==> src/rtl/lp_rtc_pkg.sv <==
package lp_rtc_pkg;
  localparam int OFF_CTRL   = 'h04;
  localparam int OFF_STAT   = 'h18;
  localparam int OFF_CNT_HI = 'h1C;
  localparam int OFF_CNT_LO = 'h20;
  localparam int OFF_ALARM  = 'h24;
  localparam int OFF_SCRATCH= 'h30;
  localparam int CB_RUN     = 0;
  localparam int CB_ALARM   = 1;
  localparam int CB_WAKE    = 3;
  localparam int DATA_W     = 32;
endpackage

==> src/rtl/lp_rtc_sync.sv <==
module lp_rtc_sync #(
  parameter int W      = 2,
  parameter int STAGES = 3
) (
  input  logic         clk,
  input  logic         rst,
  input  logic         tick,
  input  logic [W-1:0] din,
  output logic [W-1:0] dout
);
  logic [W-1:0] stg [STAGES];

  always_ff @(posedge clk) begin
    if (rst) begin
      for (int s = 0; s < STAGES; s++) stg[s] <= '0;
    end else if (tick) begin
      stg[0] <= din;
      for (int s = 1; s < STAGES; s++) stg[s] <= stg[s-1];
    end
  end

  assign dout = stg[STAGES-1];

  // the delayed value only moves on a slow tick
  a_r3_moves_on_tick: assert property (@(posedge clk) disable iff (rst)
    !tick |=> $stable(dout));
endmodule

==> src/rtl/lp_rtc_counter.sv <==
module lp_rtc_counter #(
  parameter int CNT_W = 47
) (
  input  logic             clk,
  input  logic             rst,
  input  logic             tick,
  input  logic             run,
  input  logic             ld_lo,
  input  logic             ld_hi,
  input  logic [31:0]      lo_data,
  input  logic [CNT_W-33:0] hi_data,
  output logic [CNT_W-1:0] count
);
  always_ff @(posedge clk) begin
    if (rst) begin
      count <= '0;
    end else if (!run) begin
      if (ld_lo) count[31:0]       <= lo_data;
      if (ld_hi) count[CNT_W-1:32] <= hi_data;
    end else if (tick) begin
      count <= count + 1'b1;
    end
  end

  // one step per tick while running
  a_r5_step: assert property (@(posedge clk) disable iff (rst)
    (run && tick) |=> count == $past(count) + 1'b1);
  // stopped and not loaded means the count holds
  a_r5_hold: assert property (@(posedge clk) disable iff (rst)
    (!run && !ld_lo && !ld_hi) |=> $stable(count));
  // loads are ignored while running
  a_r6_locked: assert property (@(posedge clk) disable iff (rst)
    (run && !tick && (ld_lo || ld_hi)) |=> $stable(count));
endmodule

==> src/rtl/lp_rtc_alarm.sv <==
module lp_rtc_alarm #(
  parameter int SEC_W = 32
) (
  input  logic             clk,
  input  logic             rst,
  input  logic [SEC_W-1:0] secs,
  input  logic [SEC_W-1:0] alarm_at,
  input  logic             alarm_on,
  input  logic             wake_on,
  input  logic             clr,
  output logic             flag,
  output logic             irq,
  output logic             wake
);
  logic hit;
  assign hit = alarm_on && (secs == alarm_at);

  always_ff @(posedge clk) begin
    if (rst) begin
      flag <= 1'b0;
      irq  <= 1'b0;
      wake <= 1'b0;
    end else begin
      if (hit)      flag <= 1'b1;
      else if (clr) flag <= 1'b0;
      irq  <= flag && alarm_on;
      wake <= flag && alarm_on && wake_on;
    end
  end

  // a match with the alarm in effect raises the flag
  a_r8_set: assert property (@(posedge clk) disable iff (rst)
    hit |=> flag);
  // a clear with no match drops the flag
  a_r9_clear: assert property (@(posedge clk) disable iff (rst)
    (clr && !hit) |=> !flag);
  // wakeup never without the interrupt
  a_r10_wake_needs_irq: assert property (@(posedge clk) disable iff (rst)
    wake |-> irq);
endmodule

==> src/rtl/lp_secs_rtc.sv <==
module lp_secs_rtc
  import lp_rtc_pkg::*;
#(
  parameter int ADDR_W     = 8,
  parameter int CNT_W      = 47,
  parameter int SUB_W      = 15,
  parameter int SYNC_TICKS = 3
) (
  input  logic              clk,
  input  logic              rst,
  input  logic              slow_tick,
  input  logic              bus_wr,
  input  logic              bus_rd,
  input  logic [ADDR_W-1:0] bus_addr,
  input  logic [31:0]       bus_wdata,
  output logic [31:0]       bus_rdata,
  output logic              alarm_irq,
  output logic              wake_irq
);
  localparam int HI_W  = CNT_W - 32;
  localparam int SEC_W = CNT_W - SUB_W;

  logic wr_ctrl, wr_stat, wr_hi, wr_lo, wr_alarm, wr_scr;
  assign wr_ctrl  = bus_wr && (bus_addr == ADDR_W'(OFF_CTRL));
  assign wr_stat  = bus_wr && (bus_addr == ADDR_W'(OFF_STAT));
  assign wr_hi    = bus_wr && (bus_addr == ADDR_W'(OFF_CNT_HI));
  assign wr_lo    = bus_wr && (bus_addr == ADDR_W'(OFF_CNT_LO));
  assign wr_alarm = bus_wr && (bus_addr == ADDR_W'(OFF_ALARM));
  assign wr_scr   = bus_wr && (bus_addr == ADDR_W'(OFF_SCRATCH));

  logic [1:0]       en_req, en_eff;
  logic             wake_en;
  logic [SEC_W-1:0] alarm_q;
  logic [31:0]      scratch_q;
  logic [CNT_W-1:0] count;
  logic             flag;

  always_ff @(posedge clk) begin
    if (rst) begin
      en_req    <= '0;
      wake_en   <= 1'b0;
      alarm_q   <= '0;
      scratch_q <= '0;
    end else begin
      if (wr_ctrl) begin
        en_req  <= {bus_wdata[CB_ALARM], bus_wdata[CB_RUN]};
        wake_en <= bus_wdata[CB_WAKE];
      end
      if (wr_alarm) alarm_q   <= bus_wdata[SEC_W-1:0];
      if (wr_scr)   scratch_q <= bus_wdata;
    end
  end

  lp_rtc_sync #(.W(2), .STAGES(SYNC_TICKS)) u_sync (
    .clk(clk), .rst(rst), .tick(slow_tick), .din(en_req), .dout(en_eff)
  );

  lp_rtc_counter #(.CNT_W(CNT_W)) u_cnt (
    .clk(clk), .rst(rst), .tick(slow_tick), .run(en_eff[0]),
    .ld_lo(wr_lo), .ld_hi(wr_hi),
    .lo_data(bus_wdata), .hi_data(bus_wdata[HI_W-1:0]),
    .count(count)
  );

  lp_rtc_alarm #(.SEC_W(SEC_W)) u_alm (
    .clk(clk), .rst(rst), .secs(count[CNT_W-1:SUB_W]), .alarm_at(alarm_q),
    .alarm_on(en_eff[1]), .wake_on(wake_en), .clr(wr_stat && bus_wdata[0]),
    .flag(flag), .irq(alarm_irq), .wake(wake_irq)
  );

  logic [31:0] ctrl_view;
  always_comb begin
    ctrl_view           = '0;
    ctrl_view[CB_RUN]   = en_eff[0];
    ctrl_view[CB_ALARM] = en_eff[1];
    ctrl_view[CB_WAKE]  = wake_en;
  end

  always_ff @(posedge clk) begin
    if (rst) begin
      bus_rdata <= '0;
    end else if (bus_rd) begin
      if (bus_addr == ADDR_W'(OFF_CTRL))          bus_rdata <= ctrl_view;
      else if (bus_addr == ADDR_W'(OFF_STAT))     bus_rdata <= {31'b0, flag};
      else if (bus_addr == ADDR_W'(OFF_CNT_HI))   bus_rdata <= {{(32-HI_W){1'b0}}, count[CNT_W-1:32]};
      else if (bus_addr == ADDR_W'(OFF_CNT_LO))   bus_rdata <= count[31:0];
      else if (bus_addr == ADDR_W'(OFF_ALARM))    bus_rdata <= 32'(alarm_q);
      else if (bus_addr == ADDR_W'(OFF_SCRATCH))  bus_rdata <= scratch_q;
      else                                        bus_rdata <= '0;
    end
  end

  // the interrupt follows flag and effective alarm bit by one cycle
  a_r10_irq: assert property (@(posedge clk) disable iff (rst)
    alarm_irq |-> $past(flag && en_eff[1]));
  // scratch write is visible on a following read
  a_r2_scratch: assert property (@(posedge clk) disable iff (rst)
    (wr_scr && !bus_rd) |=> scratch_q == $past(bus_wdata));
endmodule

==> config.mk <==
export PLATFORM = sky130hd
export DESIGN_NAME = lp_secs_rtc
export DESIGN_NICKNAME = d
export VERILOG_FILES = /design/src/rtl/lp_rtc_pkg.sv /design/src/rtl/lp_rtc_sync.sv /design/src/rtl/lp_rtc_counter.sv /design/src/rtl/lp_rtc_alarm.sv /design/src/rtl/lp_secs_rtc.sv
export SDC_FILE = /design/constraint.sdc
export NUM_CORES = 1
export LEC_CHECK = 0
export BUFFER_PORTS_ARGS = -buffer_cell sky130_fd_sc_hd__buf_2
export CORE_AREA = 2 2 102 143
export DETAILED_ROUTE_END_ITERATION = 6
export DIE_AREA = 0 0 104 145
export PLACE_DENSITY = 0.81
export SYNTH_ARGS = -nofsm -noshare
export SYNTH_HDL_FRONTEND = slang
export SYNTH_SLANG_ARGS = --single-unit
==> constraint.sdc <==
create_clock -name clk -period 2.35 [get_ports clk]
set_input_delay 0.1175 -clock clk [delete_from_list [all_inputs] [get_ports clk]]
set_output_delay 0.1175 -clock clk [all_outputs]
set_load 0.03 [all_outputs]
# ---- Yosys cells after proc, flatten, opt, wreduce, memory -nomap -nowiden
# Memory sizes are Yosys's and may differ from the RTL's.
# Index checks and enable logic that the tools add are counted.
dict set report op_classes {
  eq_ne 8
  n_addsub 1
  n_bitwise 3
  mux 20
  n_reduce_logical 15
}
# op n
set op_table {}
lappend op_table {{$mux 32} 7}
lappend op_table {{$mux 47} 2}
lappend op_table {{$add 47x1->47 const B} 1}
lappend op_table {{$eq 32x32->1} 1}
lappend op_table {{$eq 8x6->1 const B} 3}
lappend op_table {{$eq 8x5->1 const B} 2}
lappend op_table {{$mux 15} 1}
lappend op_table {{$logic_and 1x1->1} 10}
lappend op_table {{$eq 8x3->1 const B} 1}
lappend op_table {{$mux 1} 7}
lappend op_table {{$mux 2} 3}
lappend op_table {{$reduce_bool 2->1} 3}
lappend op_table {{$reduce_and 2->1} 2}
lappend op_table {{$or 1x1->1} 3}
lappend op_table {{$ne 2x2->1 const B} 1}
dict set report totals {
  output_inout_bits 34
  reg_bits 149
  ramBits 6
  input_bits 45
  elab_cells 58
  mem_count 1
}
# memory depth width rd rd_clocked_by_memory_dff wr line
set mem_list {}
lappend mem_list {u_sync.stg 3 2 3 0 3 lp_rtc_sync.sv:11} ;# logic [W-1:0] stg [STAGES];

# ---- Logic depth before layout (Yosys ltp)
dict set report depth {
  depth_word 7
  ltp_mapped 8
  ltp_nobuf 6
}

# ---- By module
# A second synthesis with hierarchy kept.
dict set report hier_totals {
  cells_unflattened 1012
  area_unflattened_um2 8144.1
}
# module n_inst cells_each area_each_um2
set modules_own_cells {}
lappend modules_own_cells {lp_secs_rtc 1 545 4439.3}
lappend modules_own_cells {lp_rtc_counter 1 401 3010.4}
lappend modules_own_cells {lp_rtc_alarm 1 51 440.4}
lappend modules_own_cells {lp_rtc_sync 1 15 254.0}

# ---- Worst setup path after synthesis
# OpenSTA, ideal clock, no wires.
dict set report synth_timing {
  path_kind {register to register}
  start {register u_cnt.count[19]}
  end {register u_cnt.count[28]}
  path_slack_ns 0.316
  setup_time_ns 0.074
  t_arrival_ns 1.959
  path_buffers 2
  t_required_ns 2.276
  path_stages_with_launch 8
  cell_sequence {dfxtp_1 buf_2 nand4_2 or4_1 buf_2 nor3b_1 mux2_2 a31oi_1}
}
dict set report synth_between {
  elab_chain_cells 3
}
# element line
set synth_rtl {}
lappend synth_rtl {{start, declared} lp_rtc_counter.sv:12} ;# output logic [CNT_W-1:0] count
lappend synth_rtl {{start signal, assigned} lp_rtc_counter.sv:18} ;# if (ld_lo) count[31:0] <= lo_data;
lappend synth_rtl {{start signal, assigned by index} lp_rtc_counter.sv:19} ;# if (ld_hi) count[CNT_W-1:32] <= hi_data;
lappend synth_rtl {{start signal, assigned} lp_rtc_counter.sv:21} ;# count <= count + 1'b1;
lappend synth_rtl {{$add 47x1->47} lp_rtc_counter.sv:21}
lappend synth_rtl {{$mux 47} lp_rtc_counter.sv:20} ;# end else if (tick) begin
lappend synth_rtl {{$mux 47} lp_rtc_counter.sv:17} ;# end else if (!run) begin
# Every way passes these cells. The select of a mux whose other input is x is not followed.
# A chain may end at the register's enable or synchronous reset.

# ---- Worst setup path in the final report
dict set report layout_timing {
  start {register u_cnt.count[10]}
  end {register u_cnt.count[28]}
}
# The elaborated chain is that of the path after synthesis.

==> report_table.html <==
<table>
<tr><th>Metric</th><th>Value</th></tr>
<tr><th colspan="2">Outcome</th></tr>
<tr><td>Run status</td><td>complete, no violations</td></tr>
<tr><th colspan="2">Synthesis</th></tr>
<tr><td>Flip-flop and latch count after synthesis</td><td>155</td></tr>
<tr><td>Async S/R FF share, synth</td><td>0%</td></tr>
<tr><td>Post-synth cell types</td><td>61</td></tr>
<tr><td>Biggest area consumer among synthesized cells</td><td>dfxtp_1</td></tr>
<tr><td>Number of synthesized flops with an enable pin</td><td>6</td></tr>
<tr><td>Top flip-flop cell by instance count after synthesis</td><td>dfxtp_1</td></tr>
<tr><td>Yosys warning total</td><td>0</td></tr>
<tr><td>Leading cell types by total area after synthesis</td><td>dfxtp_1 37%, nand2_1 10%, a21oi_1 7.4%</td></tr>
<tr><td>Syn Area/Cell</td><td>7.77 sq um</td></tr>
<tr><td>Post-synthesis sequential area ratio</td><td>39.0%</td></tr>
<tr><td>Top cell type's share of synthesized area</td><td>36.7%</td></tr>
<tr><td>Gate Count Post-Synth</td><td>1,045</td></tr>
<tr><td>Nets in the synthesized netlist</td><td>1,091</td></tr>
<tr><td>Post-Syn Area</td><td>8120 sq um</td></tr>
<tr><th colspan="2">Timing</th></tr>
<tr><td>Relative slew slack</td><td>approximately 16%</td></tr>
<tr><td>Final setup violation count</td><td>0</td></tr>
<tr><td>Setup TNS</td><td>0 ns</td></tr>
<tr><td>Final worst path period share</td><td>92.7%</td></tr>
<tr><td>Max Freq</td><td>0.459 GHz</td></tr>
<tr><td>Hold violation count in the final report</td><td>0</td></tr>
<tr><td>Setup repair after global routing missed its margin</td><td>no</td></tr>
<tr><td>Number of max-slew violations in the final report</td><td>0</td></tr>
<tr><td>Clock skew after layout</td><td>around 0.0085 ns</td></tr>
<tr><td>Worst Max-Slew Pin Slew</td><td>1.25 ns</td></tr>
<tr><td>Final critical-path required period</td><td>2.18 ns</td></tr>
<tr><th colspan="2">Global routing</th></tr>
<tr><td>Wire length of the first global-routing pass</td><td>44,000 microns</td></tr>
<tr><td>Global-route congestion overflow total</td><td>0</td></tr>
<tr><td>Met1 demand-to-capacity share in global routing</td><td>44.5%</td></tr>
<tr><td>Maximum number of pins on one net before global-route repair</td><td>51</td></tr>
<tr><td>Global router's overall resource usage</td><td>36.9%</td></tr>
<tr><td>GR Layer Usage met2</td><td>60.7%</td></tr>
<tr><td>Most heavily used metal layer in global routing</td><td>met2</td></tr>
<tr><td>Via count of the first global-routing pass</td><td>8,139</td></tr>
<tr><td>Number of antenna violations at the first check in global routing</td><td>0</td></tr>
<tr><td>Met3 track demand over resource in global routing</td><td>7.10%</td></tr>
<tr><th colspan="2">Setup path</th></tr>
<tr><td>Critical path cell sequence</td><td>nand3_1 &gt; or4_1 &gt; nor3b_2 &gt; mux2_2 &gt; a31oi_1</td></tr>
<tr><td>Max Fanout on Critical Path</td><td>6</td></tr>
<tr><td>Worst path max stage delay</td><td>approximately 0.70 ns</td></tr>
<tr><td>Kind of capture point of the worst setup path</td><td>flip-flop</td></tr>
<tr><td>Slowest cell on crit path</td><td>or4_1</td></tr>
<tr><td>Worst endpoint required time</td><td>2.70 ns</td></tr>
<tr><td>Length in cells of the worst reg-to-reg path</td><td>5</td></tr>
<tr><td>Worst setup path class</td><td>flip-flop to flip-flop</td></tr>
<tr><td>Setup crit start kind</td><td>flip-flop</td></tr>
<tr><td>Worst endpoint data arrival time</td><td>2.53 ns</td></tr>
<tr><th colspan="2">Route</th></tr>
<tr><td>Routed wire per std cell</td><td>20.9 microns</td></tr>
<tr><td>Router iterations before antenna repair</td><td>6</td></tr>
<tr><td>ANT nets after route</td><td>0</td></tr>
<tr><td>Detailed Route WL</td><td>28,000 microns</td></tr>
<tr><td>First-iteration detailed-routing DRC count</td><td>1,016</td></tr>
<tr><td>Total DRC errors in the routed layout</td><td>0</td></tr>
<tr><td>Total via count in the routed design</td><td>between 8,000 and 9,000</td></tr>
<tr><td>Via count normalized by instance count</td><td>6.44</td></tr>
<tr><th colspan="2">Layout</th></tr>
<tr><td>Layout cell share with drive strength beyond 1</td><td>16.3%</td></tr>
<tr><td>Filler Cell Count</td><td>1,162</td></tr>
<tr><td>Footprint of the flip-flops and latches</td><td>3160 sq um</td></tr>
<tr><td>Number of antenna repair diodes</td><td>0</td></tr>
<tr><td>Signed area change from the synthesized netlist to the final layout</td><td>20.8%</td></tr>
<tr><td>Final-stage net count</td><td>approximately 1,200</td></tr>
<tr><td>Combined area of the multi-input logic cells</td><td>~4600 sq um</td></tr>
<tr><th colspan="2">Clock tree</th></tr>
<tr><td>Post-CTS setup-driven buffer insertion count</td><td>0</td></tr>
<tr><td>Buffers from clock root to sink, at most</td><td>2</td></tr>
<tr><td>Clock insertion delay at the later pin of the skew report</td><td>between 0.4 and 0.5 ns</td></tr>
<tr><td>Max H-tree Level</td><td>4</td></tr>
<tr><td>TritonCTS clock tree</td><td>built</td></tr>
<tr><td>Clock sink count</td><td>155</td></tr>
<tr><td>Clock transition time at the flip-flop clock pins of the worst setup and hold paths</td><td>0.07 ns</td></tr>
<tr><td>Number of buffers created by CTS</td><td>17</td></tr>
<tr><td>Clock tree root driver cell</td><td>clkbuf_16</td></tr>
<tr><th colspan="2">Run</th></tr>
<tr><td>Max-Cap Viols</td><td>0</td></tr>
<tr><th colspan="2">Floorplanning</th></tr>
<tr><td>Floorplan die area</td><td>15,100 sq um</td></tr>
<tr><td>I/O pin count</td><td>79</td></tr>
<tr><td>Row Count</td><td>51</td></tr>
<tr><td>Starting Density</td><td>58.9%</td></tr>
<tr><td>Core ar.</td><td>about 14,000 sq um</td></tr>
<tr><td>Width of the chip</td><td>~100 microns</td></tr>
<tr><td>Chip height</td><td>between 100 and 150 microns</td></tr>
<tr><th colspan="2">Power and ir drop</th></tr>
<tr><td>Leakage</td><td>approximately 3.7 nW</td></tr>
<tr><td>Maximum VDD drop</td><td>about 0.39 mV</td></tr>
<tr><td>Power density normalized to cell area</td><td>629 nW/um^2</td></tr>
<tr><td>Total power of the final layout</td><td>a little over 6 mW</td></tr>
<tr><th colspan="2">Worst hold path</th></tr>
<tr><td>Instance count along the most critical hold path</td><td>3</td></tr>
<tr><td>Worst hold path class</td><td>primary input to flip-flop</td></tr>
<tr><th colspan="2">Place</th></tr>
<tr><td>Count of buffers inserted at the top-level ports</td><td>78</td></tr>
<tr><td>HPWL after DPL</td><td>19,400 microns</td></tr>
<tr><td>Final GP Congestion</td><td>0.991</td></tr>
</table>
==> cells in the mapped netlist (4+ instances only) <==
library cell and count:
nand2_1 217, dfxtp_1 149, a21oi_1 120, clkbuf_1 63, o21ai_0 59, mux2i_1 41
nor2_1 37, nand3_1 33, buf_2 21, nand4_1 18, a22o_1 17, xnor2_1 17
nand2b_1 16, a22oi_1 15, nor3_1 15, nor4_1 15, xor2_1 15, and2_1 14
and3_1 13, o211ai_1 12, o31ai_1 12, nor2b_1 11, a211oi_1 10, a31oi_1 9
and4_1 9, or4_1 8, inv_1 7, edfxtp_1 6, or3_1 6, buf_1 5
o22ai_1 5, nor3b_1 4
==> stage by stage <==
step	instance area (sq um)	instances	hold WS, ns	utilization, %	setup slack [ns]
2_1_floorplan	8120	1045	0.253	-	0.316
3_3_place_gp	8880	1282	0.383	64.5	0.185
3_5_place_dp	8880	1282	0.387	64.5	0.134
4_1_cts	9800	1344	0.00466	71.1	0.0958
5_1_grt	9810	1344	0.0223	71.2	0.00948
6_report	9810	1344	0.0104	71.2	0.171
==> final cells by class <==
class	count	share of cell area, %
Inverter	8	0.306
Clock buffer	20	4.67
Sequential cell	155	32.2
Tap cell	185	2.36
Multi-Input combinational cell	792	46.5
Clock inverter	12	1.65
Timing Repair Buffer	172	12.2
==> power breakdown <==
part,internal (mW),switching [mW],total [mW]
Sequential,2.68,0.0338,2.71
Combinational,0.202,0.335,0.537
Clock,1.75,1.17,2.91
==> worst max-delay path: cells and delay by family (launching register included) <==
| family | cells | cell delay (ns) |
|---|---|---|
| muxes | 1 | 0.37 |
| and+or+nand+nor | 3 | 1.16 |
| AOI/OAI and AO/OA | 1 | 0.14 |
| DFF | 1 | 0.43 |
==> registers in the layout, summed over array words and instances, names as in the netlist <==
signal and flops:
u_alm.irq 1, en_req 2, u_cnt.count 47, wake_en 1
u_sync.stg 6, u_alm.wake 1, alarm_q 32, bus_rdata 32
u_alm.flag 1, scratch_q 32
==> repair_timing <==
action | 4_1_cts | 5_1_grt
hold buffers | 30 | 0
resized for setup | 0 | 1
hold endpoints to repair | 63 | 0
setup endpoints to repair | 0 | 3
==> kinds of logic after synthesis <==
logic type | after synthesis | share of synthesized area (%)
AND/OR/NAND/NOR | 428 | 25.5
XOR/XNOR | 32 | 3.45
buffers and inverters | 98 | 4.95
flip-flops | 155 | 39.0
multiplexers | 43 | 5.33
AO/OA/AOI/OAI | 288 | 21.7
adder cells (fa/ha/maj) | 1 | 0.154
==> metal layers <==
layer	vias to the layer above	routed length, microns
met5	-	0
met4	0	1740
met3	146	2550
met2	583	13300
met1	3998	10400
li1	3931	-
==> cells in the final DEF, fill, tap and decap left out, types with 5 or more instances in the layout <==
master,n
o211ai_1,12
mux2i_1,41
and2_1,14
inv_1,7
buf_2,77
edfxtp_1,6
a21oi_1,120
clkbuf_16,18
xor2_1,15
xnor2_1,17
or4_1,8
nor2b_1,10
nand2_1,217
nand3_1,33
nand4_1,18
or3_1,6
nor3_1,14
and3_1,13
and4_1,9
dfxtp_1,149
nor2_1,37
nor4_1,15
o22ai_1,5
dlygate4sd3_1,30
buf_4,63
a22oi_1,15
a22o_1,17
o21ai_0,59
nand2b_1,16
a31oi_1,9
o31ai_1,12
a211oi_1,10
==> path summary, 6_finish.rpt <==
| kind | start | to | slack, ns |
|---|---|---|---|
| setup / recovery | u_cnt.count[10]$_SDFFE_PP0P_ | u_cnt.count[28]$_SDFFE_PP0P_ | 0.17 |
| hold / removal | bus_wdata[0] | alarm_q[0]$_SDFFE_PP0P_ | 0.01 |
| setup reg to reg | u_cnt.count[10]$_SDFFE_PP0P_ | u_cnt.count[28]$_SDFFE_PP0P_ | 0.17 |
| hold reg to reg | en_req[0]$_SDFFE_PP0P_ | en_req[0]$_SDFFE_PP0P_ | 0.46 |
(Power assumes the default switching activity.)
